**src/rtl/dit_pkg.sv**
```systemverilog
package dit_pkg;

    localparam logic [3:0] ID_MEM   = 4'b1010;
    localparam logic [3:0] ID_REG   = 4'b1101;
    localparam logic [7:0] REG_LAST = 8'h18;

    // Encoding 0 is the idle state so that a zero reset is idle.
    typedef enum logic [2:0] {
        ST_IDLE   = 3'd0,
        ST_RX     = 3'd1,
        ST_RXDONE = 3'd2,
        ST_ACK    = 3'd3,
        ST_TX     = 3'd4,
        ST_TXACK  = 3'd5,
        ST_TXNEXT = 3'd6
    } bus_st_e;

    typedef enum logic [2:0] {
        PH_DEV   = 3'd0,
        PH_MHI   = 3'd1,
        PH_MLO   = 3'd2,
        PH_MDATA = 3'd3,
        PH_RADDR = 3'd4,
        PH_RDATA = 3'd5
    } byte_ph_e;

endpackage

```
**src/rtl/dit_line_sync.sv**
```systemverilog
module dit_line_sync #(
    parameter int STAGES = 2
) (
    input  logic clk,
    input  logic rst_n,
    input  logic scl_i,
    input  logic sda_i,
    output logic scl_rise,
    output logic scl_fall,
    output logic sda_s,
    output logic start_evt,
    output logic stop_evt
);
    typedef struct packed {
        logic [STAGES-1:0] scl_m;
        logic [STAGES-1:0] sda_m;
        logic              scl_p;
        logic              sda_p;
    } sync_t;

    sync_t s_d, s_q;
    logic  scl_s;

    always_comb begin
        s_d       = s_q;
        s_d.scl_m = {s_q.scl_m[STAGES-2:0], scl_i};
        s_d.sda_m = {s_q.sda_m[STAGES-2:0], sda_i};
        s_d.scl_p = s_q.scl_m[STAGES-1];
        s_d.sda_p = s_q.sda_m[STAGES-1];
    end

    // Idle bus lines are high, so everything resets to one.
    always_ff @(posedge clk or negedge rst_n) begin
        if (!rst_n) s_q <= '1;
        else        s_q <= s_d;
    end

    assign scl_s     = s_q.scl_m[STAGES-1];
    assign sda_s     = s_q.sda_m[STAGES-1];
    assign scl_rise  = scl_s & ~s_q.scl_p;
    assign scl_fall  = ~scl_s & s_q.scl_p;
    assign start_evt = scl_s & s_q.scl_p & s_q.sda_p & ~sda_s;
    assign stop_evt  = scl_s & s_q.scl_p & ~s_q.sda_p & sda_s;

endmodule

```
**src/rtl/dit_mem.sv**
```systemverilog
module dit_mem #(
    parameter int AW = 8,
    parameter int DW = 8
) (
    input  logic          clk,
    input  logic          we,
    input  logic [AW-1:0] addr,
    input  logic [DW-1:0] wdata,
    output logic [DW-1:0] rdata
);
    localparam int DEPTH = 1 << AW;

    logic [DW-1:0] store [DEPTH];

    always_ff @(posedge clk) begin
        if (we) store[addr] <= wdata;
    end

    assign rdata = store[addr];

endmodule

```
**src/rtl/dual_i2c_target.sv**
```systemverilog
module dual_i2c_target
    import dit_pkg::*;
#(
    parameter int MEM_AW      = 8,
    parameter int SYNC_STAGES = 2
) (
    input  logic       clk,
    input  logic       rst_n,
    input  logic       scl_i,
    input  logic       sda_i,
    output logic       sda_oe,
    input  logic [1:0] dev_sel,
    output logic [7:0] reg_addr,
    output logic [7:0] reg_wdata,
    output logic       reg_we,
    input  logic [7:0] reg_rdata
);
    localparam logic [MEM_AW-1:0] PTR_ONE = MEM_AW'(1);

    typedef struct packed {
        bus_st_e           state;
        byte_ph_e          phase;
        logic              tgt_reg;
        logic              rd;
        logic [2:0]        cnt;
        logic [7:0]        sr;
        logic              oe;
        logic [7:0]        hi;
        logic [MEM_AW-1:0] mem_ptr;
        logic [7:0]        reg_ptr;
    } ctl_t;

    ctl_t ctl_d, ctl_q;

    logic scl_rise, scl_fall, sda_s, start_evt, stop_evt;
    logic mem_we;
    logic [7:0] mem_rdata;
    logic [7:0] tx_byte;
    logic reg_ok;
    logic id_mem, id_reg, sel_hit;
    logic [MEM_AW-1:0] mem_ptr_w;
    logic tgt_reg_w;

    dit_line_sync #(.STAGES(SYNC_STAGES)) u_sync (
        .clk       (clk),
        .rst_n     (rst_n),
        .scl_i     (scl_i),
        .sda_i     (sda_i),
        .scl_rise  (scl_rise),
        .scl_fall  (scl_fall),
        .sda_s     (sda_s),
        .start_evt (start_evt),
        .stop_evt  (stop_evt)
    );

    dit_mem #(.AW(MEM_AW), .DW(8)) u_mem (
        .clk   (clk),
        .we    (mem_we),
        .addr  (ctl_q.mem_ptr),
        .wdata (ctl_q.sr),
        .rdata (mem_rdata)
    );

    assign reg_ok  = (ctl_q.reg_ptr <= REG_LAST);
    assign tx_byte = ctl_q.tgt_reg ? (reg_ok ? reg_rdata : 8'h00) : mem_rdata;
    assign id_mem  = (ctl_q.sr[7:4] == ID_MEM);
    assign id_reg  = (ctl_q.sr[7:4] == ID_REG);
    assign sel_hit = (ctl_q.sr[2:1] == dev_sel);

    always_comb begin
        ctl_d  = ctl_q;
        mem_we = 1'b0;
        reg_we = 1'b0;
        if (stop_evt) begin
            ctl_d.state = ST_IDLE;
            ctl_d.oe    = 1'b0;
        end else if (start_evt) begin
            ctl_d.state = ST_RX;
            ctl_d.phase = PH_DEV;
            ctl_d.cnt   = 3'd0;
            ctl_d.oe    = 1'b0;
            ctl_d.rd    = 1'b0;
        end else begin
            unique case (ctl_q.state)
                ST_RX: begin
                    if (scl_rise) begin
                        ctl_d.sr = {ctl_q.sr[6:0], sda_s};
                        if (ctl_q.cnt == 3'd7) begin
                            ctl_d.state = ST_RXDONE;
                            ctl_d.cnt   = 3'd0;
                        end else begin
                            ctl_d.cnt = ctl_q.cnt + 3'd1;
                        end
                    end
                end
                ST_RXDONE: begin
                    if (scl_fall) begin
                        // Default is NACK: leave the bus until the next Start.
                        ctl_d.state = ST_IDLE;
                        unique case (ctl_q.phase)
                            PH_DEV: begin
                                if (sel_hit && (id_mem || id_reg)) begin
                                    ctl_d.state   = ST_ACK;
                                    ctl_d.oe      = 1'b1;
                                    ctl_d.tgt_reg = id_reg;
                                    ctl_d.rd      = ctl_q.sr[0];
                                    ctl_d.phase   = id_reg ? PH_RADDR : PH_MHI;
                                end
                            end
                            PH_MHI: begin
                                ctl_d.state = ST_ACK;
                                ctl_d.oe    = 1'b1;
                                ctl_d.hi    = ctl_q.sr;
                                ctl_d.phase = PH_MLO;
                            end
                            PH_MLO: begin
                                ctl_d.state   = ST_ACK;
                                ctl_d.oe      = 1'b1;
                                ctl_d.mem_ptr = MEM_AW'({ctl_q.hi, ctl_q.sr});
                                ctl_d.phase   = PH_MDATA;
                            end
                            PH_MDATA: begin
                                mem_we        = 1'b1;
                                ctl_d.state   = ST_ACK;
                                ctl_d.oe      = 1'b1;
                                ctl_d.mem_ptr = ctl_q.mem_ptr + PTR_ONE;
                            end
                            PH_RADDR: begin
                                if (ctl_q.sr <= REG_LAST) begin
                                    ctl_d.state   = ST_ACK;
                                    ctl_d.oe      = 1'b1;
                                    ctl_d.reg_ptr = ctl_q.sr;
                                    ctl_d.phase   = PH_RDATA;
                                end
                            end
                            PH_RDATA: begin
                                if (reg_ok) begin
                                    reg_we        = 1'b1;
                                    ctl_d.state   = ST_ACK;
                                    ctl_d.oe      = 1'b1;
                                    ctl_d.reg_ptr = ctl_q.reg_ptr + 8'd1;
                                end
                            end
                            default: ctl_d.state = ST_IDLE;
                        endcase
                    end
                end
                ST_ACK: begin
                    if (scl_fall) begin
                        ctl_d.cnt = 3'd0;
                        if (ctl_q.rd) begin
                            ctl_d.state = ST_TX;
                            ctl_d.sr    = tx_byte;
                            ctl_d.oe    = ~tx_byte[7];
                        end else begin
                            ctl_d.state = ST_RX;
                            ctl_d.oe    = 1'b0;
                        end
                    end
                end
                ST_TX: begin
                    if (scl_fall) begin
                        if (ctl_q.cnt == 3'd7) begin
                            ctl_d.state = ST_TXACK;
                            ctl_d.oe    = 1'b0;
                            ctl_d.cnt   = 3'd0;
                            if (ctl_q.tgt_reg) begin
                                if (reg_ok) ctl_d.reg_ptr = ctl_q.reg_ptr + 8'd1;
                            end else begin
                                ctl_d.mem_ptr = ctl_q.mem_ptr + PTR_ONE;
                            end
                        end else begin
                            ctl_d.cnt = ctl_q.cnt + 3'd1;
                            ctl_d.sr  = {ctl_q.sr[6:0], 1'b0};
                            ctl_d.oe  = ~ctl_q.sr[6];
                        end
                    end
                end
                ST_TXACK: begin
                    if (scl_rise) ctl_d.state = sda_s ? ST_IDLE : ST_TXNEXT;
                end
                ST_TXNEXT: begin
                    if (scl_fall) begin
                        ctl_d.state = ST_TX;
                        ctl_d.cnt   = 3'd0;
                        ctl_d.sr    = tx_byte;
                        ctl_d.oe    = ~tx_byte[7];
                    end
                end
                default: ctl_d.state = ST_IDLE;
            endcase
        end
    end

    always_ff @(posedge clk or negedge rst_n) begin
        if (!rst_n) ctl_q <= '0;
        else        ctl_q <= ctl_d;
    end

    assign sda_oe    = ctl_q.oe;
    assign reg_addr  = ctl_q.reg_ptr;
    assign reg_wdata = ctl_q.sr;
    assign mem_ptr_w = ctl_q.mem_ptr;
    assign tgt_reg_w = ctl_q.tgt_reg;

endmodule

```
**config.mk**
```make
export PLATFORM = sky130hd
export DESIGN_NAME = dual_i2c_target
export DESIGN_NICKNAME = d
export VERILOG_FILES = /design/src/rtl/dit_pkg.sv /design/src/rtl/dit_line_sync.sv /design/src/rtl/dit_mem.sv /design/src/rtl/dual_i2c_target.sv
export SDC_FILE = /design/constraint.sdc
export NUM_CORES = 2
export LEC_CHECK = 0
export BUFFER_PORTS_ARGS = -buffer_cell sky130_fd_sc_hd__buf_2
export CORE_UTILIZATION = 60
export CTS_BUF_LIST = sky130_fd_sc_hd__clkbuf_4
export DETAILED_ROUTE_END_ITERATION = 16
export PLACE_DENSITY = 0.74
export SLEW_MARGIN = 20
export SYNTH_ARGS = -nofsm -noshare
export SYNTH_HDL_FRONTEND = slang
export SYNTH_SLANG_ARGS = --single-unit
```
**constraint.sdc**
```tcl
create_clock -name clk -period 12.12 [get_ports clk]
set_clock_uncertainty 0.2 [all_clocks]
set_input_delay 1.818 -clock clk [delete_from_list [all_inputs] [get_ports clk]]
set_output_delay 1.818 -clock clk [all_outputs]
set_load 0.01 [all_outputs]
```
# Word level (Yosys, flattened, before mapping)
# Memory sizes are Yosys's and may differ from the RTL's.
# Index checks and enable logic that the tools add are counted.
dict set report word_totals {
  mem_bits_rw 2048
  memories 1
  elab_cells 176
  ff_bits 50
  out_inout_bits 18
}
dict set report op_classes {
  eq_ne 47
  n_bitwise 15
  addsub 3
  order_cmp 2
  n_mux 71
  n_reduce_logical 23
}
# name words word_bits rd rd_clocked_by_memory_dff write_ports line_no
set memory_table {}
lappend memory_table {u_mem.store 256 8 1 0 1 dit_mem.sv:13} ;# logic [DW-1:0] store [DEPTH];
# operator count
set op_table {}
lappend op_table {{$mux 8} 15}
lappend op_table {{$pmux 11 s4} 1}
lappend op_table {{$ne 4x4->1 const B} 10}
lappend op_table {{$mux 12} 3}
lappend op_table {{$mux 3} 12}
lappend op_table {{$mux 16} 2}
lappend op_table {{$pmux 16 s2} 1}
lappend op_table {{$pmux 8 s2} 2}
lappend op_table {{$reduce_and 9->1} 3}
lappend op_table {{$mux 25} 1}
lappend op_table {{$pmux 3 s4} 2}
lappend op_table {{$mux 1} 20}
lappend op_table {{$ne 2x2->1 const B} 10}
lappend op_table {{$eq 3x3->1 const B} 6}
lappend op_table {{$pmux 3 s6} 1}
lappend op_table {{$reduce_and 6->1} 3}
lappend op_table {{$add 8x1->8 const B} 2}
lappend op_table {{$le 8x5->1 const B} 2}
lappend op_table {{$reduce_and 8->1} 2}
lappend op_table {{$ne 3x3->1 const B} 5}
lappend op_table {{$ne 5x5->1 const B} 3}
lappend op_table {{$eq 3x2->1 const B} 4}
lappend op_table {{$mux 6} 2}
lappend op_table {{$mux 11} 1}
lappend op_table {{other kinds (24)} 48}

# Logic depth before layout (Yosys ltp)
dict set report depth {
  depth_word 14
  ltp_mapped 15
}

# Modules after synthesis
# Synthesis repeated with hierarchy kept, for this count alone.
dict set report unflattened {
  cells_unflattened 3886
  hier_area_um2 81325.5
}
# mod cells_each area_per_inst_um2 seq_area_each_um2 n_inst
set modules_own_cells {}
lappend modules_own_cells {dit_mem 3539 78332.6 61499.0 1}
lappend modules_own_cells {dual_i2c_target 337 2802.7 900.9 1}
lappend modules_own_cells {dit_line_sync 10 190.2 157.7 1}

# Least setup slack after synthesis
# No wires, ideal clock.
dict set report synth_timing {
  path_type {flip-flop to output port}
  start {reg ctl_q, in the netlist reg_wdata[6]}
  end {out reg_wdata[6]}
  required_ns 10.102
  path_stages_with_launch 2
  slack_ns 6.351
  arrival_time_ns 3.751
  path_buffers 1
  cell_sequence {dfrtp_1 -> buf_4}
}
# item line_no
set synth_rtl {}
lappend synth_rtl {{start: declaration} dual_i2c_target.sv:33} ;# ctl_t ctl_d, ctl_q;
lappend synth_rtl {{start signal: assignment} dual_i2c_target.sv:197} ;# else ctl_q <= ctl_d;
lappend synth_rtl {{end: declaration} dual_i2c_target.sv:14} ;# output logic [7:0] reg_wdata,
# No word-level cell between the ends.

# Worst setup path in the final report
dict set report layout_timing {
  start {reg ctl_q, in the netlist mem_ptr_w[0]}
  end {reg ctl_q, in the netlist reg_wdata[5]}
}
dict set report layout_between {
  elab_chain_cells 5
  elab_cells_between_ends 6
  cone_classes {5 x mux; 1 x memory}
}
# item line_no
set layout_lines {}
lappend layout_lines {{$mem_v2 256x8 *} n/a}
lappend layout_lines {{$mux 8 *} dual_i2c_target.sv:65} ;# assign tx_byte = ctl_q.tgt_reg ? (reg_ok ? reg_rdata : 8'h00) : mem_rdata;
lappend layout_lines {{$mux 8} dual_i2c_target.sv:151} ;# if (ctl_q.rd) begin
lappend layout_lines {{$mux 12} dual_i2c_target.sv:149} ;# if (scl_fall) begin
lappend layout_lines {{$pmux 11 s4 *} dual_i2c_target.sv:84} ;# unique case (ctl_q.state)
# Every way passes the cells marked *; elsewhere a longest branch is shown, timed or not. The select of a mux whose other input is x is not followed.
# A chain may end at the register's enable or synchronous reset.

==> impl_results.md <==
* Status: complete, no violations
* Filler instances at 8678
* Max IR drop VDD at 197 uV
* Register Area at 62600 um^2
* Async set or reset register ratio after synthesis at 2.01%
* Seq/Total Area, Yosys at 76.4%
* Crit path launch type: flip-flop
* Die Span Y at 371 um
* Die X at 371 um
* Initial Util at 60.5%
* Max-cap violations at 0
* DRT iter0 DRCs at 6210
* TritonRoute pass-1 iters at 6
* RSZ-0062 raised after global routing: false
* Post-Syn Nets at 3848
* Vias in the first global route at 42400
* Setup TNS at 0 ns
* Number of buffers created by CTS at 538
* Final setup vio count at 0
* Leading area contributor after synthesis: edfxtp_1
* Post-Layout Cell Count at 6336
* Multi-input logic area at 18300 um^2
* Syn. warnings at 0
* Final hold vios at 0
* Min Tclk post-route at 5.79 ns
* Most frequent cells in the layout: edfxtp_1 (2048), clkbuf_4 (754), mux4_2 (589), nor2_1 (301), nand2_1 (118)
* Setup repair bufs after CTS at 0
* Post-CTS Resized at 0
* Fmax at 0.173 GHz
* Post-Place Cells at 5461
* Placement Rows at 135
* Ports at 32
* First-pass GRT wire length at 292000 um
* Crit path DAT at 6.77 ns
* Detailed Place HPWL at 116000 um
* Clock transition at path regs at 0.07 ns
* GR Overflow Total at 0
* Mapped Area at 81900 um^2
* Seq cells post-synth at 2090
* Core area at 135000 um^2
* Share of the synthesized area in the top cell type at 75.1%
* GRT Total Usage at 30.2%
* Place WS at 6.31 ns
* Post-synth top flop: edfxtp_1
* Final period util at 47.8%
* Top cells by area, synth: edfxtp_1 (75%), mux4_2 (16%), nor2_1 (1.4%)
* Pin count of the biggest net entering global routing at 188
* H-tree lvl count at 6
* Post-synth EDFFs at 2048
* DR vias/cell at 6.72
* DRT antenna net count at 0
* Max_slew headroom at 15.7%
* Total Power at 21300 uW
* Final-stage net count at 4242
* Worst-Skew Late Latency at 1.32 ns
* Commonest non-fill, non-tap cell in the layout: edfxtp_1
* Clock Sinks at 2090
* Setup ws final at 6.33 ns
* CTS tree: done
* Syn Inst Count at 3826
* Detailed-route wire length at 203000 um
* DRC at 0
* PwrDens at 236 nW/um^2
* Library cells used by synthesis at 69
* Crit Path Category: flip-flop to flip-flop
* Die area at 138000 um^2
* WL per Instance at 32.0 um
* CTS Buffer Depth at 4
* CP Max Fanout at 47
* Final RePlAce weighted congestion at 0.940
* Hold/Removal Path Class: flip-flop to flip-flop
* CP Capture Type: flip-flop
* Area delta synth->final at 10.3%
* Final slew viol count at 0
* CTS root buf: clkbuf_4
* Layout cells sized above 1 at 33.8%
* Worst slew pin tran at 1.26 ns
* Number of port buffers at 31
* Data required, critical path at 13.10 ns
* Hold_buf cts at 0
* Initial antenna violation count at 13
* Vias at 42600
* Pleak at 0.0289 uW
* Avg Cell Area, Syn at 21.4 um^2
## area by class of cell
class	instances	area share, %
multi-input cells	1478	20.2
clock inverters	114	0.797
well taps	1781	2.47
inverters	12	0.0499
flip-flops and latches	2090	69.3
diodes	7	0.0194
repair buffers	100	0.831
clock buffers	754	6.27
## routing by layer
metal	up-vias	wire length (um)	global-route usage, %
met5	-	75	0
met4	12	7720	12.8
met1	21900	75800	42.4
met3	486	25400	9.82
met2	3093	93800	44.1
li1	17100	-	-
## worst paths after layout
kind,end,from,cells after the start,slack (ns)
setup / recovery,reg_wdata[5],mem_ptr_w[0],8,6.33
hold / removal,u_sync.s_d[1],u_sync.s_d[5],0,0.16
setup reg to reg,reg_wdata[5],mem_ptr_w[0],8,6.33
hold reg to reg,u_sync.s_d[1],u_sync.s_d[5],0,0.16
max in group asynchronous,reg_wdata[3],rst_n,1,10.93
min in group asynchronous,ctl_q[38],rst_n,1,0.28
## cell families after synthesis
family,share of synthesized area [%]
xor+xnor,0.0428
buf+inv,1.42
mux,16.9
fa+ha+maj,0.122
flops,76.4
simple gates,2.76
compound gates,2.40
## where the power goes
| group | switching, uW | leakage, uW | internal [uW] |
|---|---|---|---|
| Combinational | 3940 | 0.00590 | 2290 |
| Clock | 2720 | 0.00384 | 3060 |
| Sequential | 373 | 0.0191 | 8950 |
| Total | 7040 | 0.0289 | 14300 |
## cell usage after synthesis, types with 15 or more instances
cell and count:
dfrtp_1 36, mux2i_1 52, buf_2 60, a22oi_1 49, nand2_1 128, a22o_1 15, buf_4 31, edfxtp_1 2048
nand3_1 20, nor2_1 305, buf_1 28, nor2b_1 20, clkbuf_1 127, a221oi_1 20, a21oi_1 54, o21ai_0 47
nor3_1 23, mux4_2 589
## state kept, by name, indices dropped and copies added, names as in the netlist
register,cells
u_mem.store,2048
reg_addr,8
u_sync.s_q,2
mem_ptr_w,8
u_sync.s_d,3
reg_wdata,8
tgt_reg_w,1
sda_oe,1
ctl_q,10
u_sync.sda_s,1
## worst max-delay path: stages (launching register included)
cell and delay (ns):
dfrtp_4 1.00, buf_4 0.82, buf_4 0.74, mux4_2 0.62, mux4_2 0.57, mux4_2 0.49
o21ai_0 0.63, a221oi_1 0.17, a211o_1 0.30
## per-stage QoR
step,hold slack [ns],instance area (um^2),utilization (%)
after global placement,0.147,83900,61.9
after CTS,0.167,90300,66.6
after floorplan,0.145,81900,-
final,0.164,90300,66.6
after detailed placement,0.150,83900,61.9
after global routing,0.169,90300,66.6
Note: power is estimated with default switching activity, not from simulation.
